$ cat config.mk
export PLATFORM = sky130hd
export DESIGN_NAME = aux_refclk_gen
export DESIGN_NICKNAME = d
export VERILOG_FILES = /design/src/rtl/aux_refclk_pkg.sv /design/src/rtl/aux_ratio_track.sv /design/src/rtl/aux_divider.sv /design/src/rtl/aux_pin_sel.sv /design/src/rtl/aux_refclk_gen.sv
export SDC_FILE = /design/constraint.sdc
export NUM_CORES = 1
export LEC_CHECK = 0
export BUFFER_PORTS_ARGS = -buffer_cell sky130_fd_sc_hd__buf_2
export CAP_MARGIN = 40
export CORE_MARGIN = 5
export CORE_UTILIZATION = 50
export CTS_BUF_LIST = sky130_fd_sc_hd__clkbuf_8
export DETAILED_ROUTE_END_ITERATION = 10
export HOLD_SLACK_MARGIN = 0.06
export PLACE_DENSITY = 0.67
export SLEW_MARGIN = 40
export SYNTH_ARGS = -nofsm -noshare
export SYNTH_HDL_FRONTEND = slang
export SYNTH_SLANG_ARGS = --single-unit
$ cat constraint.sdc
create_clock -name mclk -period 3.2 [get_ports mclk]
set_input_delay 0.64 -clock mclk [delete_from_list [all_inputs] [get_ports mclk]]
set_output_delay 0.64 -clock mclk [all_outputs]
set_load 0.01 [all_outputs]
$ cat src/rtl/aux_refclk_pkg.sv
package aux_refclk_pkg;

  localparam int AUX_RW = 6;

  typedef logic [AUX_RW-1:0] ratio_t;

  localparam ratio_t RATIO_ONE  = ratio_t'(1);
  localparam ratio_t RATIO_ZERO = ratio_t'(0);

  // Ratios below two select the oscillator passthrough.
  function automatic logic ratio_is_bypass(input ratio_t r);
    return (r < ratio_t'(2));
  endfunction

  // Length of the high phase: ceiling of r/2.
  function automatic ratio_t high_len(input ratio_t r);
    return (r >> 1) + {{(AUX_RW-1){1'b0}}, r[0]};
  endfunction

  // Terminal count value of the divide counter.
  function automatic ratio_t last_count(input ratio_t r);
    return r - RATIO_ONE;
  endfunction

endpackage

$ cat src/rtl/aux_ratio_track.sv
module aux_ratio_track
  import aux_refclk_pkg::*;
(
  input  logic   clk,
  input  logic   rst_n,
  input  ratio_t ratio_in,
  output ratio_t ratio_q,
  output logic   restart,
  output logic   bypass_q
);

  ratio_t held_q;

  always_ff @(posedge clk or negedge rst_n) begin
    if (!rst_n) begin
      held_q <= RATIO_ZERO;
    end else begin
      held_q <= ratio_in;
    end
  end

  assign ratio_q  = held_q;
  assign restart  = (ratio_in != held_q);
  assign bypass_q = ratio_is_bypass(held_q);

endmodule

$ cat src/rtl/aux_divider.sv
module aux_divider
  import aux_refclk_pkg::*;
(
  input  logic   clk,
  input  logic   rst_n,
  input  ratio_t ratio_in,
  input  ratio_t ratio_q,
  input  logic   restart,
  input  logic   bypass_q,
  output ratio_t cnt_o,
  output logic   wrap_o,
  output logic   div_o
);

  ratio_t cnt_q;
  ratio_t cnt_nxt;
  logic   div_q;
  logic   div_nxt;
  logic   at_end;

  assign at_end = !bypass_q && (cnt_q == last_count(ratio_q));

  always_comb begin
    if (restart || bypass_q || at_end) begin
      cnt_nxt = RATIO_ZERO;
    end else begin
      cnt_nxt = cnt_q + RATIO_ONE;
    end
  end

  // The ratio register loads ratio_in on every edge, so ratio_in is the
  // ratio in force after the edge whether or not a restart happens.
  assign div_nxt = !ratio_is_bypass(ratio_in) && (cnt_nxt < high_len(ratio_in));

  always_ff @(posedge clk or negedge rst_n) begin
    if (!rst_n) begin
      cnt_q <= RATIO_ZERO;
      div_q <= 1'b0;
    end else begin
      cnt_q <= cnt_nxt;
      div_q <= div_nxt;
    end
  end

  assign cnt_o  = cnt_q;
  assign wrap_o = at_end;
  assign div_o  = div_q;

endmodule

$ cat src/rtl/aux_pin_sel.sv
module aux_pin_sel #(
  parameter bit LOCK_ACTIVE_LOW = 1'b1
) (
  input  logic lock_mode,
  input  logic pll_locked,
  input  logic bypass_q,
  input  logic osc_clk,
  input  logic div_clk,
  output logic pin
);

  logic lock_level;
  logic clk_level;

  generate
    if (LOCK_ACTIVE_LOW) begin : g_lock_low
      assign lock_level = !pll_locked;
    end else begin : g_lock_high
      assign lock_level = pll_locked;
    end
  endgenerate

  assign clk_level = bypass_q ? osc_clk : div_clk;
  assign pin       = lock_mode ? lock_level : clk_level;

endmodule

$ cat src/rtl/aux_refclk_gen.sv
module aux_refclk_gen
  import aux_refclk_pkg::*;
#(
  parameter bit LOCK_ACTIVE_LOW = 1'b1
) (
  input  logic              mclk,
  input  logic              osc_clk,
  input  logic              rst_n,
  input  logic [AUX_RW-1:0] ratio,
  input  logic              lock_mode,
  input  logic              pll_locked,
  output logic              aux_out
);

  ratio_t ratio_q;
  logic   restart;
  logic   bypass_q;
  ratio_t div_cnt;
  logic   div_wrap;
  logic   div_clk;

  aux_ratio_track u_track (
    .clk      (mclk),
    .rst_n    (rst_n),
    .ratio_in (ratio),
    .ratio_q  (ratio_q),
    .restart  (restart),
    .bypass_q (bypass_q)
  );

  aux_divider u_div (
    .clk      (mclk),
    .rst_n    (rst_n),
    .ratio_in (ratio),
    .ratio_q  (ratio_q),
    .restart  (restart),
    .bypass_q (bypass_q),
    .cnt_o    (div_cnt),
    .wrap_o   (div_wrap),
    .div_o    (div_clk)
  );

  aux_pin_sel #(.LOCK_ACTIVE_LOW(LOCK_ACTIVE_LOW)) u_sel (
    .lock_mode  (lock_mode),
    .pll_locked (pll_locked),
    .bypass_q   (bypass_q),
    .osc_clk    (osc_clk),
    .div_clk    (div_clk),
    .pin        (aux_out)
  );

endmodule

==> flow_summary_export.csv, run 1 <==
group,metric,value,unit
floorplanning,rows,15,
yosys,syn_avg_cell_area,10.3,um2
floorplanning,dieArea,2770,um2
sta,hold_viol_final,0,
layout,diodes,0,
yosys,syn-cell-area,907,um2
setup_path,critPathKind,"register to register",
yosys,synth.distinct_cells,28,
route,ant_nets,0,
route,wl_per_cell,13.9,um
route,drt_iter0_drc,10,
power,p_total,0.382,mW
grt,grt_pass1_vias,745,
setup_path,start_kind,"register",
route,drtPass1Iterations,4,
setup_path,endpoint_kind,"register",
yosys,async_flop_share,1.00,
floorplanning,die_w,52.6,um
sta,worst_slew_pin_slew,0.361,ns
layout,area_delta_synth_final,25.5,%
grt,overflow,0,
grt,antenna_found_initial,0,
sta,period_needed,3.03,ns
clock_tree,numCtsBuffers,3,
place,place_inst,133,
yosys,ys_seq_elements,13,
floorplanning,core_area,1730,um2
sta,setup_violations,0,
yosys,yosys-top-cells-count,"dfrtp_1 (13), xnor2_1 (10), xor2_1 (10)",
power,p_per_area,335,nW/um2
layout,drive_above_1_share,0.289,
yosys,synth_top_area_cell,"dfrtp_1",
sta,drv_slew,0,
sta,finalWorstSetupSlack,0.168,ns
layout,finish.net_count,135,
grt,grt_usage,0.154,
yosys,synth.top_cell.area_share,0.359,
clock_tree,cts_root_buffer,"clkbuf_8",
setup_path,arrival,3.20,ns
clock_tree,cts_buffer_depth,2,
clock_tree,clk_pin_slew_worst_paths,0.06,ns
grt,grt_first_pass_wirelength,3.18,mm
power,vdd_drop_max,0.220,mV
layout,fillers,148,
clock_tree,cts_tree,"built",
route,routed_wl,1.93,mm
power,p_leak,0.530,nW
sta,finClkSkew,0.00410,ns
yosys,synth_ff_type,"dfrtp_1",
yosys,ys_seq_area_frac,0.359,
status,status,"completed",
setup_path,critPathRequiredTime,3.37,ns
clock_tree,cts.sinks,13,
yosys,ys_warn_count,0,
hold_path,hold_class,"primary input to asynchronous set/reset pin",
yosys,synth_cells,88,
route,drc,0,
route,vias,743,
yosys,yosysMostFrequentCell,"dfrtp_1",
floorplanning,start_util,0.525,
place,pre_cts_ws,-0.0216,ns
grt,grt_max_degree,14,
sta,timing.fmax,330,MHz
route,via_per_inst,5.35,
place,gp_congestion,0.812,
clock_tree,htree_levels,1,
yosys,synth.area.top_cells,"dfrtp_1 (36%), ha_1 (12%), xnor2_1 (9.7%), xor2_1 (9.7%), nand3_1 (4.4%)",
floorplanning,ios,12,
sta,timing.slew.headroom,0.758,
layout,final_cell_count_no_fill,139,
setup_path,cp_max_fo,7,
yosys,synth_edf_count,0,
place,hpwl,1.56,mm
sta,post-route-period-util,0.948,
yosys,synth_nets,108,
flow_run,cap_viol_max_count,0,
clock_tree,insertion_delay,0.24,ns
floorplanning,die_height,52.6,um
place,port-buffer-count,11,
final cells by class:
class,instances,area (um2),share of cell area
multi-input cells,69,568,0.499
repair buffers,24,153,0.134
clock buffers,3,41.3,0.0363
flip-flops and latches,13,327,0.287
well taps,25,31.3,0.0275
clock inverters,1,3.75,0.00330
inverters,4,15.0,0.0132
layer usage:
metal	track usage	wire (um)
met1	0.191	898
met2	0.267	959
met3	0.0256	46
met4	0.0553	21
met5	0	0
final timing paths:
kind / startpoint / endpoint / slack (ns) / depth (start not counted)
max: u_track.ratio_q[1] / u_div.div_o / 0.17 / 13
min: rst_n / u_div.cnt_o[2] / 0.27 / 1
max reg2reg: u_track.ratio_q[1] / u_div.div_o / 0.17 / 13
min reg2reg: u_div.cnt_o[0] / u_div.cnt_o[0] / 0.58 / 1
max in group asynchronous: rst_n / u_track.ratio_q[0] / 2.68 / 1
min in group mclk: u_div.cnt_o[0] / u_div.cnt_o[0] / 0.58 / 1
power by group:
part | switching (mW) | internal [mW] | leakage (nW)
logic | 0.0310 | 0.0316 | 0.341
clock network | 0.0593 | 0.0846 | 0.0269
registers | 0.00610 | 0.169 | 0.162
total | 0.0963 | 0.285 | 0.530
sequential cells by signal (all words and copies together) (netlist names):
name / count
u_track.ratio_q: 6
u_div.cnt_o: 6
u_div.div_o: 1
logic make-up (layout without fill, tap and decap cells):
kind of cell             after synthesis  in the layout  synth area share
adder cells (fa/ha/maj)                9              9             0.124
AO/OA/AOI/OAI                         13             13             0.109
flip-flops                            13             13             0.359
XOR/XNOR                              20             20             0.193
AND/OR/NAND/NOR                       27             27             0.188
buffers and inverters                  6             32            0.0276
critical path, stage by stage, from the launching register on:
cell	delay, ns
dfrtp_1	0.35
inv_1	0.07
ha_1	0.23
o21ba_1	0.18
a221oi_1	0.28
a41oi_1	0.12
nor3_4	0.36
nor3_1	0.14
ha_1	0.33
and4_1	0.21
o21ai_0	0.10
a21oi_1	0.09
a2111oi_2	0.30
o41a_1	0.22
layout by cell type, fill, tap and decap left out, drive strengths merged:
master   Yosys  layout
and3         1       1
a221oi       1       1
and4         1       1
o21ba        1       1
a21oi        3       3
nor4         1       1
a311oi       1       1
xor2        10      10
nor3b        1       1
clkbuf       0       3
inv          4       5
nor2         3       3
nand3        8       8
a21o         2       2
a21boi       1       1
xnor2       10      10
dfrtp       13      13
o21ai        1       1
buf          2      24
nor3         8       8
nand2        1       1
or4          2       2
a41oi        1       1
a2111oi      1       1
ha           9       9
o41a         1       1
nor4b        1       1
per-stage QoR:
stage,hold WS [ns],util,instance area (um2),setup TNS (ns)
after floorplan,0.344,-,907,0
after global placement,0.534,0.617,1070,0
after detailed placement,0.541,0.617,1070,-0.0216
after CTS,0.283,0.643,1110,0
after global routing,0.294,0.659,1140,-0.0154
final,0.271,0.659,1140,0
what timing repair did:
| action | 4_1_cts | 5_1_grt |
|---|---|---|
| resized for setup | 0 | 4 |
| buffers inserted | 0 | 2 |
| hold buffers | 0 | 0 |
| endpoints found under the setup margin | 0 | 1 |
(Power assumes the default switching activity.)
==> run 2, diff against run 1 <==
Settings changed: CORE_UTILIZATION 50 to 36, PLACE_DENSITY 0.67 to 0.5.
==> flow_summary_export.csv, run 2 (same netlist as run 1, synthesis figures left out) <==
group,metric,value,unit
clock_tree,cts.sinks,13,
sta,post-route-period-util,0.937,
sta,period_needed,3.00,ns
sta,worst_slew_pin_slew,0.401,ns
setup_path,worst_r2r_endpoint,"u_div.div_o",
power,p_leak,0.532,nW
layout,finish.net_count,134,
grt,grt.met3_usage,0.0151,
sta,fin_hold_ws,0.276,ns
clock_tree,postCtsHoldBufs,0,
setup_path,endpoint_kind,"register",
grt,met1_usage,0.150,
route,routed_wl,1.95,mm
setup_path,cp_max_fo,7,
grt,top_usage_layer,"met2",
floorplanning,core_area,2430,um2
layout,area_delta_synth_final,28.0,%
clock_tree,post_cts_buffers,0,
clock_tree,clk_pin_slew_worst_paths,0.06,ns
floorplanning,start_util,0.373,
power,p_per_area,326,nW/um2
place,pre_cts_ws,-0.0522,ns
grt,overflow,0,
place,port-buffer-count,11,
clock_tree,cts_root_buffer,"clkbuf_8",
route,drc,0,
place,gp_congestion,0.779,
setup_path,reg2regPathDepth,12,
grt,grt_first_pass_wirelength,3.24,mm
grt,antenna_found_initial,0,
sta,timing.slew.headroom,0.732,
floorplanning,die_w,60.2,um
clock_tree,cts_tree,"built",
grt,grt_pass1_vias,734,
setup_path,timing.reg2reg.setup_slack,0.20,ns
grt,use_met2,0.201,
floorplanning,dieArea,3620,um2
setup_path,critPathKind,"register to register",
route,drtPass1Iterations,4,
sta,timing.fmax,334,MHz
route,via_per_inst,5.18,
layout,final_cell_mix,"buf_4 (12), dfrtp_1 (12), buf_2 (11), xnor2_1 (10), xor2_1 (10)",
setup_path,arrival,3.17,ns
sta,drv_slew,0,
flow_run,cap_viol_max_count,0,
route,wl_per_cell,13.6,um
sta,hold_viol_final,0,
status,status,"completed",
layout,drive_above_1_share,0.301,
setup_path,start_kind,"register",
setup_path,critPathRequiredTime,3.37,ns
clock_tree,numCtsBuffers,3,
sta,finalWorstSetupSlack,0.202,ns
layout,diodes,0,
clock_tree,htree_levels,1,
sta,rsz0062_at_grt,"false",
route,ant_nets,0,
floorplanning,ios,12,
route,drt_iter0_drc,18,
grt,grt_usage,0.119,
grt,grt_max_degree,14,
sta,setup_violations,0,
clock_tree,cts_buffer_depth,2,
clock_tree,insertion_delay,0.24,ns
setup_path,timing.rr.start,"u_track.ratio_q[0]",
sta,finClkSkew,0.00605,ns
floorplanning,die_height,60.2,um
floorplanning,rows,18,
route,vias,741,
power,vdd_drop_max,0.185,mV
place,hpwl,1.59,mm
power,p_total,0.379,mW
hold_path,hold_class,"primary input to asynchronous set/reset pin",
## run 2: changes by cell type in the layout (fill, tap and decap cells not counted)
cell / before / now
nor3_2: 2 / 3
a221oi_2: 0 / 1
a221oi_1: 1 / 0
a2111oi_4: 0 / 1
a2111oi_2: 1 / 0
buf_4: 13 / 12
nor3_1: 5 / 4
## run 2: repair_timing
item	in CTS	in global routing
endpoints found under the hold margin	0	0
resized for setup	0	7
setup endpoints to repair	0	1
## run 2: where the power goes
part | switching (mW) | total, mW | internal [mW]
combinational | 0.0301 | 0.0605 | 0.0304
clock | 0.0579 | 0.142 | 0.0846
sequential | 0.00689 | 0.176 | 0.169
## run 2: worst max-delay path, stage by stage (launching register included)
cell	delay, ns
dfrtp_2	0.41
inv_1	0.06
ha_1	0.24
o21ba_1	0.19
a221oi_2	0.25
a41oi_1	0.10
nor3_4	0.37
nor3_2	0.11
ha_1	0.32
a21o_1	0.15
a21o_1	0.20
a2111oi_4	0.34
o41a_1	0.19
## run 2: how the worst max path moves through the flow
stage | startpoint | to | slack (ns) | depth (start not counted)
2_1_floorplan | ratio[4] | u_div.div_o | 0.35 | 10
3_3_place_gp | ratio[0] | u_div.div_o | -0.04 | 11
3_5_place_dp | ratio[3] | u_div.div_o | -0.05 | 10
4_1_cts | u_track.ratio_q[0] | u_div.div_o | 0.07 | 12
5_1_grt | u_track.ratio_q[0] | u_div.div_o | 0.007 | 13
6_report | u_track.ratio_q[0] | u_div.div_o | 0.20 | 12
## run 2: through the flow
stage	TNS, ns	utilization	cell area, um2	cells
finish	0	0.477	1160	143
global route	0	0.477	1160	143
CTS	0	0.462	1120	143
detailed placement	-0.0522	0.444	1080	139
global placement	-0.0392	0.444	1080	139
floorplan	0	-	907	88
## run 2: layout make-up
class	count	area, um2
clock buffer	3	41.3
timing repair buffer	23	145
tap	30	37.5
sequential	13	327
inverter	4	15.0
fill	246	1270
clock inverter	1	3.75
multi-input combinational	69	592
## run 2: per-layer routing
layer / part of all wire / up-vias
li1: - / 374
met1: 0.45 / 351
met2: 0.50 / 14
met3: 0.037 / 2
met4: 0.013 / 0
met5: 0 / -
==> run 3, diff against run 2 <==
Settings changed: CORE_UTILIZATION 36 to 55, PLACE_DENSITY 0.5 to 0.73.
==> flow_summary_export.csv, run 3 (same netlist as run 1, synthesis figures left out) <==
group,metric,value,unit
layout,layout_commonest_cell,"buf_4",
setup_path,timing.reg2reg.setup_slack,0.10,ns
sta,worst_slew_pin_slew,0.444,ns
setup_path,crit_start,"u_track.ratio_q[0]",
route,wl_per_cell,16.2,um
setup_path,critPathKind,"register to register",
layout,fillers,114,
grt,antenna_found_initial,0,
grt,grt_usage,0.167,
power,vdd_drop_max,0.233,mV
hold_path,hold_class,"primary input to asynchronous set/reset pin",
setup_path,worst_r2r_endpoint,"u_div.div_o",
grt,overflow,0,
route,routed_wl,2.09,mm
flow_run,cap_viol_max_count,0,
layout,area_delta_synth_final,25.7,%
layout,finish.net_count,134,
sta,finalSetupTns,0,ns
place,gp_congestion,0.811,
clock_tree,numCtsBuffers,3,
grt,grt_pass1_vias,766,
floorplanning,ios,12,
sta,hold_viol_final,0,
grt,grt_max_degree,14,
sta,finClkSkew,0.00116,ns
sta,drv_slew,0,
setup_path,start_kind,"register",
floorplanning,core_area,1540,um2
setup_path,cp-endpoint,"u_div.div_o",
route,ant_nets,0,
route,vias,790,
floorplanning,rows,14,
clock_tree,cts_root_buffer,"clkbuf_8",
power,p_leak,0.527,nW
route,drc,0,
sta,period_needed,3.10,ns
power,p_per_area,332,nW/um2
setup_path,endpoint_kind,"register",
sta,timing.slew.headroom,0.700,
setup_path,critPathRequiredTime,3.37,ns
floorplanning,dieArea,2560,um2
power,p_total,0.378,mW
sta,setup_violations,0,
setup_path,timing.rr.start,"u_track.ratio_q[0]",
floorplanning,die_height,50.6,um
place,port-buffer-count,11,
grt,grt_first_pass_wirelength,3.33,mm
route,via_per_inst,6.12,
clock_tree,postCtsHoldBufs,0,
layout,final_cell_mix,"buf_4 (12), buf_2 (11), dfrtp_1 (11), xnor2_1 (10), xor2_1 (10)",
clock_tree,cts_tree,"built",
floorplanning,die_w,50.6,um
sta,post-route-period-util,0.967,
clock_tree,htree_levels,1,
sta,timing.fmax,323,MHz
route,drtPass1Iterations,4,
clock_tree,cts_buffer_depth,2,
clock_tree,clk_pin_slew_worst_paths,0.05,ns
floorplanning,start_util,0.588,
route,drt_iter0_drc,8,
layout,diodes,0,
place,hpwl,1.55,mm
setup_path,arrival,3.27,ns
setup_path,cp_max_fo,7,
layout,drive_above_1_share,0.319,
setup_path,reg2regPathDepth,13,
status,status,"completed",
clock_tree,cts.sinks,13,
clock_tree,insertion_delay,0.24,ns
-- run 3: worst min-delay path by stage --
stage,endpoint,slack (ns)
finish,u_div.div_o,0.28
CTS,u_div.cnt_o[3],0.29
global route,u_div.cnt_o[3],0.30
floorplan,u_div.cnt_o[0],0.34
detailed placement,u_div.cnt_o[4],0.54
global placement,u_div.cnt_o[4],0.53
-- run 3: power by group --
group	internal (mW)	switching (mW)	total, mW	leakage (nW)
Sequential	0.169	0.00714	0.177	0.161
Clock	0.0844	0.0543	0.139	0.0269
Combinational	0.0308	0.0319	0.0627	0.339
-- run 3: worst max-delay path, cell delays in order, from the launching register on --
cell,delay (ns)
dfrtp_2,0.41
inv_1,0.06
ha_1,0.25
o21ba_1,0.20
a221oi_2,0.29
a41oi_2,0.08
nor3_4,0.37
nor3_1,0.13
ha_1,0.34
and4_1,0.19
o21ai_0,0.09
a21oi_1,0.09
a2111oi_2,0.33
o41a_1,0.21
-- run 3: timing repair --
item | in CTS | in global routing
hold endpoints to repair | 0 | 0
endpoints found under the setup margin | 0 | 1
gates resized for setup | 0 | 8
buffers inserted | 0 | 4
-- run 3: layout make-up --
| cell class | count | area [um2] | share of cell area |
|---|---|---|---|
| inverters | 4 | 15.0 | 0.0132 |
| well taps | 16 | 20.0 | 0.0176 |
| repair buffers | 23 | 145 | 0.127 |
| clock inverters | 1 | 3.75 | 0.00329 |
| multi-input cells | 69 | 587 | 0.515 |
| flip-flops and latches | 13 | 328 | 0.288 |
| clock buffers | 3 | 41.3 | 0.0362 |
-- run 3: per-stage QoR --
stage / hold slack, ns / setup slack [ns] / utilization / cells / cell area, um2
after global placement: 0.535 / -0.0497 / 0.670 / 121 / 1030
final: 0.281 / 0.105 / 0.739 / 129 / 1140
after CTS: 0.285 / 0.0271 / 0.699 / 125 / 1080
after floorplan: 0.344 / 0.355 / - / 88 / 907
after global routing: 0.297 / -0.110 / 0.739 / 129 / 1140
after detailed placement: 0.541 / -0.0543 / 0.670 / 121 / 1030
-- run 3: metal layers --
metal	routed length [um]	global-route usage
met5	0	0
met4	78	0.0979
met3	68	0.0237
met1	876	0.204
met2	1070	0.275
